File: src/rtl/scan_seq_pkg.sv
package scan_seq_pkg;

  // Highest channel reached by a sweep, saturated at the top index.
  function automatic int unsigned scan_last_idx(input int unsigned base,
                                                input int unsigned extra,
                                                input int unsigned top);
    int unsigned sum;
    sum = base + extra;
    return (sum > top) ? top : sum;
  endfunction

  // Number of conversions a sweep will issue.
  function automatic int unsigned scan_len(input int unsigned base,
                                           input int unsigned extra,
                                           input int unsigned top);
    return scan_last_idx(base, extra, top) - base + 1;
  endfunction

endpackage

File: src/rtl/scan_trigger.sv
module scan_trigger (
  input  logic clk,
  input  logic rst_n,
  input  logic sw_start,
  input  logic evt_start,
  input  logic busy,
  output logic accept,
  output logic start_ack
);
  logic any_start;
  logic ack_q;

  assign any_start = sw_start | evt_start;
  assign accept    = any_start & ~busy;

  always_ff @(posedge clk or negedge rst_n) begin
    if (!rst_n) ack_q <= 1'b0;
    else        ack_q <= accept;
  end

  assign start_ack = ack_q;

  // acknowledge is a single-cycle pulse
  p_ack_pulse_r2: assert property (@(posedge clk) disable iff (!rst_n)
    start_ack |=> !start_ack);

  // a start seen while busy is never acknowledged
  p_ignore_busy_r6: assert property (@(posedge clk) disable iff (!rst_n)
    (busy && any_start) |=> !start_ack);

endmodule

File: src/rtl/scan_chan.sv
module scan_chan
  import scan_seq_pkg::*;
#(
  parameter int CH_W  = 4,
  parameter int CNT_W = 4
) (
  input  logic             clk,
  input  logic             rst_n,
  input  logic             accept,
  input  logic             advance,
  input  logic             finish,
  input  logic             busy,
  input  logic [CH_W-1:0]  base_ch,
  input  logic [CNT_W-1:0] scan_cnt,
  output logic [CH_W-1:0]  ch_sel,
  output logic             at_last
);
  localparam int unsigned TOP_CH = (1 << CH_W) - 1;

  logic [CH_W-1:0] ch_q;
  logic [CH_W-1:0] base_q;
  logic [CH_W-1:0] last_q;
  logic [CH_W-1:0] last_calc;

  assign last_calc = CH_W'(scan_last_idx(32'(base_ch), 32'(scan_cnt), TOP_CH));

  always_ff @(posedge clk or negedge rst_n) begin
    if (!rst_n) begin
      ch_q   <= '0;
      base_q <= '0;
      last_q <= '0;
    end else if (accept) begin
      ch_q   <= base_ch;
      base_q <= base_ch;
      last_q <= last_calc;
    end else if (advance) begin
      ch_q <= ch_q + CH_W'(1);
    end else if (finish) begin
      ch_q <= base_q;
    end else if (!busy) begin
      ch_q <= base_ch;
    end
  end

  assign at_last = (ch_q == last_q);
  assign ch_sel  = ch_q;

  // each intermediate completion moves the select up by one
  p_step_r3: assert property (@(posedge clk) disable iff (!rst_n)
    advance |=> (ch_q == $past(ch_q) + CH_W'(1)));

  // during a sweep the select stays inside [base, clamped last]
  p_in_range_r9: assert property (@(posedge clk) disable iff (!rst_n)
    busy |-> (ch_q >= base_q && ch_q <= last_q));

  // the select returns to the captured base after the final completion
  p_return_base_r4: assert property (@(posedge clk) disable iff (!rst_n)
    finish |=> (ch_q == $past(base_q)));

  // when idle the select tracks the base input
  p_idle_track_r8: assert property (@(posedge clk) disable iff (!rst_n)
    (!busy && !accept) |=> (ch_q == $past(base_ch)));

endmodule

File: src/rtl/scan_ctrl.sv
module scan_ctrl (
  input  logic clk,
  input  logic rst_n,
  input  logic accept,
  input  logic conv_done,
  input  logic at_last,
  output logic busy,
  output logic advance,
  output logic finish,
  output logic conv_req,
  output logic scan_done
);
  logic busy_q;
  logic req_q;
  logic done_q;

  assign advance = busy_q & conv_done & ~at_last;
  assign finish  = busy_q & conv_done &  at_last;

  always_ff @(posedge clk or negedge rst_n) begin
    if (!rst_n) begin
      busy_q <= 1'b0;
      req_q  <= 1'b0;
      done_q <= 1'b0;
    end else begin
      req_q  <= accept | advance;
      done_q <= finish;
      if (accept)      busy_q <= 1'b1;
      else if (finish) busy_q <= 1'b0;
    end
  end

  assign busy      = busy_q;
  assign conv_req  = req_q;
  assign scan_done = done_q;

  // completion pulse only appears once the sweep has closed
  p_done_idle_r4: assert property (@(posedge clk) disable iff (!rst_n)
    scan_done |-> !busy);

  // completion is a one-cycle pulse
  p_done_pulse_r4: assert property (@(posedge clk) disable iff (!rst_n)
    scan_done |=> !scan_done);

  // a stray completion while idle has no effect
  p_idle_done_ignored_r7: assert property (@(posedge clk) disable iff (!rst_n)
    (!busy && conv_done && !accept) |=> (!conv_req && !scan_done));

endmodule

File: src/rtl/scan_seq.sv
module scan_seq #(
  parameter int CH_W  = 4,
  parameter int CNT_W = 4
) (
  input  logic             clk,
  input  logic             rst_n,
  input  logic             sw_start,
  input  logic             evt_start,
  input  logic [CH_W-1:0]  base_ch,
  input  logic [CNT_W-1:0] scan_cnt,
  input  logic             conv_done,
  output logic [CH_W-1:0]  ch_sel,
  output logic             conv_req,
  output logic             start_ack,
  output logic             scan_busy,
  output logic             scan_done
);
  logic accept;
  logic advance;
  logic finish;
  logic busy;
  logic at_last;

  scan_trigger u_trig (
    .clk       (clk),
    .rst_n     (rst_n),
    .sw_start  (sw_start),
    .evt_start (evt_start),
    .busy      (busy),
    .accept    (accept),
    .start_ack (start_ack)
  );

  scan_ctrl u_ctrl (
    .clk       (clk),
    .rst_n     (rst_n),
    .accept    (accept),
    .conv_done (conv_done),
    .at_last   (at_last),
    .busy      (busy),
    .advance   (advance),
    .finish    (finish),
    .conv_req  (conv_req),
    .scan_done (scan_done)
  );

  scan_chan #(.CH_W(CH_W), .CNT_W(CNT_W)) u_chan (
    .clk      (clk),
    .rst_n    (rst_n),
    .accept   (accept),
    .advance  (advance),
    .finish   (finish),
    .busy     (busy),
    .base_ch  (base_ch),
    .scan_cnt (scan_cnt),
    .ch_sel   (ch_sel),
    .at_last  (at_last)
  );

  assign scan_busy = busy;

  // a sweep begins only with an acknowledge and a request
  p_start_r2: assert property (@(posedge clk) disable iff (!rst_n)
    $rose(scan_busy) |-> (start_ack && conv_req));

  // no request appears without an acceptance or a step
  p_req_cause_r6: assert property (@(posedge clk) disable iff (!rst_n)
    conv_req |-> scan_busy);

endmodule

File: config.mk
export PLATFORM = sky130hd
export DESIGN_NAME = scan_seq
export DESIGN_NICKNAME = d
export VERILOG_FILES = /design/src/rtl/scan_seq_pkg.sv /design/src/rtl/scan_trigger.sv /design/src/rtl/scan_chan.sv /design/src/rtl/scan_ctrl.sv /design/src/rtl/scan_seq.sv
export SDC_FILE = /design/constraint.sdc
export NUM_CORES = 1
export LEC_CHECK = 0
export BUFFER_PORTS_ARGS = -buffer_cell sky130_fd_sc_hd__buf_2
export CORE_AREA = 2 2 44 46
export CTS_BUF_LIST = sky130_fd_sc_hd__clkbuf_8
export DETAILED_ROUTE_END_ITERATION = 10
export DIE_AREA = 0 0 46 48
export GPL_TIMING_DRIVEN = 0
export PLACE_DENSITY = 0.87
export SKIP_LAST_GASP = 1
export SYNTH_ARGS = -nofsm -noshare
export SYNTH_HDL_FRONTEND = slang
export SYNTH_SLANG_ARGS = --single-unit
File: constraint.sdc
create_clock -name clk -period 1.5 [get_ports clk]
set_clock_uncertainty 0.1 [all_clocks]
set_input_delay 0.15 -clock clk [delete_from_list [all_inputs] [get_ports clk]]
set_output_delay 0.15 -clock clk [all_outputs]
set_load 0.01 [all_outputs]
Word level (Yosys, flattened, before mapping)
Cells that the tools add are included.
W data, S select, Z words.
- logic and storage cells: 28
- bits in registers: 16
- output and inout bits: 8
- input port bits: 13
- bitwise gates (word level): 8
- magnitude comparators: 1
- reductions and logical operators: 1
- equal/unequal tests: 2
- multiplexer cells: 7
- add/sub/neg operators: 2
- operator list (kind ; number):
    $mux W4 ; 5
    $add A4 B4 Y5 ; 1
    $gt A5 B4 Y1 const B ; 1
    $add A4 B1 Y4 const B ; 1
    $and A1 B1 Y1 ; 4
    $eq A4 B4 Y1 ; 1
    $ne A4 B1 Y1 const B ; 1
    $mux W1 ; 2
    $not A1 Y1 ; 2
    $or A1 B1 Y1 ; 2
    $reduce_bool A2 Y1 ; 1

Longest topological paths before layout
- word-level depth: 5
- gate-level depth with buffers: 7
- gate-level depth less buffers: 7

By module
A second synthesis with hierarchy kept.
- cells, all modules: 92
- area total of the unflattened synthesis: 930.9 µm²
- by module, submodules not included (module ; seq. area each (µm²) ; area each (µm²) ; times used ; cells an instance):
    scan_chan ; 300.3 ; 787.0 ; 1 ; 81
    scan_ctrl ; 75.1 ; 108.9 ; 1 ; 9
    scan_trigger ; 25.0 ; 35.0 ; 1 ; 2

Worst setup path after synthesis
OpenSTA, ideal clock, no wires.
- path kind: register to register
- from: reg u_chan.ch_q[2] (netlist: u_chan.ch_sel[2])
- to: reg u_chan.ch_q[1] (netlist: u_chan.ch_sel[1])
- setup slack: 0.122 ns
- clock period less this slack: 1.378 ns
- required time: 1.262 ns
- path buffers: 0
- cell stages (with the launch flop): 5
- arrival time: 1.140 ns
- library setup time: 0.138 ns
- path through: dfrtp_1 -> xnor2_1 -> nand4_4 -> mux2i_1 -> o221ai_1
- cells in the longest elaborated chain, start to end: 5
- elaborated cells between the ends (all ways): 8
- those cells by class: eq/ne (2); mux (3); bitwise (3)
- ends and longest elaborated chain (element ; RTL line ; source):
    start, declared ; scan_chan.sv:20 ; logic [CH_W-1:0] ch_q;
    start signal, assigned ; scan_chan.sv:33 ; ch_q <= base_ch;
    start signal, assigned ; scan_chan.sv:37 ; ch_q <= ch_q + CH_W'(1);
    start signal, assigned ; scan_chan.sv:39 ; ch_q <= base_q;
    $eq A4 B4 Y1 (*) ; scan_chan.sv:45 ; assign at_last = (ch_q == last_q);
    $and A1 B1 Y1 / $not A1 Y1 (equally long branches) ; scan_ctrl.sv:18, scan_ctrl.sv:17 ;
    $mux W4 / $and A1 B1 Y1 (equally long branches) ; scan_chan.sv:38, scan_ctrl.sv:17 ;
    $mux W4 ; scan_chan.sv:36 ; end else if (advance) begin
    $mux W4 ; scan_chan.sv:32 ; end else if (accept) begin
Every way passes the cells marked *; elsewhere a longest branch is shown, timed or not.
A chain may end at the register's enable or synchronous reset.

Worst setup path after layout
Same ends and word-level chain as after synthesis.

==> flow_metrics.tcl <==
set metrics [dict create \
    portBuffers 20 \
    yosys_warnings 0 \
    overflow 0 \
    area.growth.synth_to_final_pct 25.1 \
    status "complete, no violations" \
    first_iter_violations 11 \
    firstDrtPassIters 5 \
    numCtsBuffers 3 \
    hold_viol 0 \
    cp.required_ps 1510 \
    synth_top_area_share 0.460 \
    clk_latency_ps 250 \
    wirelength_um 1790 \
    cts_root_buf "clkbuf_8" \
    synth_ff_type "dfrtp_1" \
    arrival_ps 1420 \
    ioPinCount 21 \
    crit_fanout 7 \
    fin_nets 126 \
    die_area_mm2 0.00221 \
    dpl_cell_area_um2 992 \
    core_area_mm2 0.00169 \
    hold_class "input port to register" \
    start_kind "register" \
    slew_violations 0 \
    syn_area_um2 871 \
    ys_seq_elements 16 \
    setup_tns_ps 0 \
    grt_max_degree 17 \
    p_leak_nw 0.553 \
    grtUsageTotal 0.186 \
    synth_nets 100 \
    tritoncts "done" \
    stdcell_count 123 \
    max_freq_mhz 712 \
    synth.most_common_cell "dfrtp_1" \
    routedWlPerCell_um 14.6 \
    place_hpwl_um 1330 \
    synth_area_leaders "dfrtp_1, ha_1, mux2i_1" \
    grt_pass1_vias 658 \
    max-vdd-ir-drop_uv 888 \
    synthArstFlopShare 1.00 \
    drcViolationCount 0 \
    clk_path_buf_depth 2 \
    cts_sinks 16 \
    grt_pass1_wl_um 2840 \
    worst_pin_slew_ps 358 \
    power.density_mw_per_mm2 1960 \
    avgSynthCellArea_um2 10.8 \
    yosys-top-cells-count "dfrtp_1, nor2_1, inv_1, a31oi_1, o21ai_0" \
    slew_headroom 0.761 \
    drive_gt1_frac 0.340 \
    final_core_util 0.645 \
    fill_cells 131 \
    setup_viol 0 \
    avgViaCountPerCell 5.77 \
    htreeDepth 1 \
    clk_pin_slew_ps 60 \
    core.rowCount 15 \
    vias 710 \
    initial_core_util 0.516 \
    postCtsSetupBuffers 0 \
    yosysUniqueCellTypes 22 \
    synth_top_area_cell "dfrtp_1" \
    gp_congestion 0.768 \
    drv_cap 0 \
    synth-edff-count 0 \
    yosysSeqAreaShare 0.460 \
    fin_area_mm2 0.00109 \
    die_width_um 46 \
    die_h_um 48 \
    layout_min_cycle_time_ps 1400 \
    diodes 0 \
    path_class "register to register" \
    timing.final.crit_share 0.937 \
    ant_nets 0 \
    antenna_found_initial 0 \
    endpoint_kind "register" \
    synth_cells 81 \
    total_power_mw 2.14 \
    placed_cells_incl_taps 118 \
]
-- layout by cell type, fill, tap and decap left out, types with 2 or more instances in the layout --
master	instances
xnor2_2	4
buf_2	20
dfrtp_1	16
nor2_1	7
nand3_1	2
nand2_1	3
ha_1	5
a21oi_1	2
clkbuf_8	4
nor2b_1	2
inv_1	7
mux2_2	4
a31oi_1	6
o21ai_0	5
mux2i_1	5
xor2_1	2
-- per-layer routing --
layer	GRT usage	wire length, µm	share of wire
met1	0.226	727	0.41
met2	0.328	936	0.52
met3	0.0340	93	0.052
met4	0.0686	34	0.019
met5	0	0	0
-- worst max-delay path, cell delays in order (launching register included) --
cell and delay, ps:
dfrtp_1 450, xnor2_2 210, nand4_4 200, mux2i_1 200, o221ai_1 120
-- registers in the layout, summed over array words and instances (netlist names) --
name and cells:
u_chan.base_q 4, u_chan.ch_sel 4, u_chan.last_q 4, u_ctrl.busy 1, u_ctrl.conv_req 1, u_ctrl.scan_done 1, u_trig.start_ack 1
-- path summary, 6_finish.rpt --
check / from / end / slack (ps) / cells past startpoint
max reg2reg: u_chan.ch_sel[2]$_DFFE_PN0P_ / u_chan.ch_sel[1]$_DFFE_PN0P_ / 100 / 4
min: conv_done / u_chan.ch_sel[2]$_DFFE_PN0P_ / 50 / 2
max: u_chan.ch_sel[2]$_DFFE_PN0P_ / u_chan.ch_sel[1]$_DFFE_PN0P_ / 100 / 4
max in group asynchronous: rst_n / u_chan.ch_sel[1]$_DFFE_PN0P_ / 800 / 2
min in group asynchronous: rst_n / u_chan.last_q[2]$_DFFE_PN0P_ / 240 / 2
min reg2reg: u_chan.base_q[2]$_DFFE_PN0P_ / u_chan.base_q[2]$_DFFE_PN0P_ / 410 / 1
-- final cells by class --
type | count | area [µm²] | area share
repair buffers | 21 | 110 | 0.101
well taps | 17 | 21.3 | 0.0195
multi-input cells | 56 | 465 | 0.427
inverters | 7 | 26.3 | 0.0241
plain buffers | 2 | 11.3 | 0.0103
clock buffers | 4 | 55.1 | 0.0505
flip-flops and latches | 16 | 400 | 0.367
-- timing repair --
item,in CTS,in global routing
gates resized for setup,0,6
setup endpoints to repair,0,6
endpoints found under the hold margin,16,0
hold buffers,1,0
-- kinds of logic after synthesis --
logic type                 Yosys count  synth area share
xor gates and xnor gates             7            0.0704
DFF                                 16             0.460
muxes                                9             0.109
and+or+nand+nor                     16            0.0977
adders and majority gates            6            0.0948
buffers and inverters                9            0.0431
AOI/OAI and AO/OA                   18             0.125
-- report_power, final --
group	switching, mW	total [mW]	internal (mW)
registers	0.205	0.829	0.624
logic	0.449	0.935	0.487
clock network	0.143	0.376	0.233
total	0.797	2.14	1.34
-- per-stage QoR --
stage                     setup slack, ps  hold slack, ps
final                                95.1            53.8
after global routing                -7.58            66.6
after CTS                            3.45            50.5
after detailed placement             -108           -25.0
after global placement              -56.2           -26.8
after floorplan                       122            -246
No activity file was read; power rests on OpenSTA's default activity.
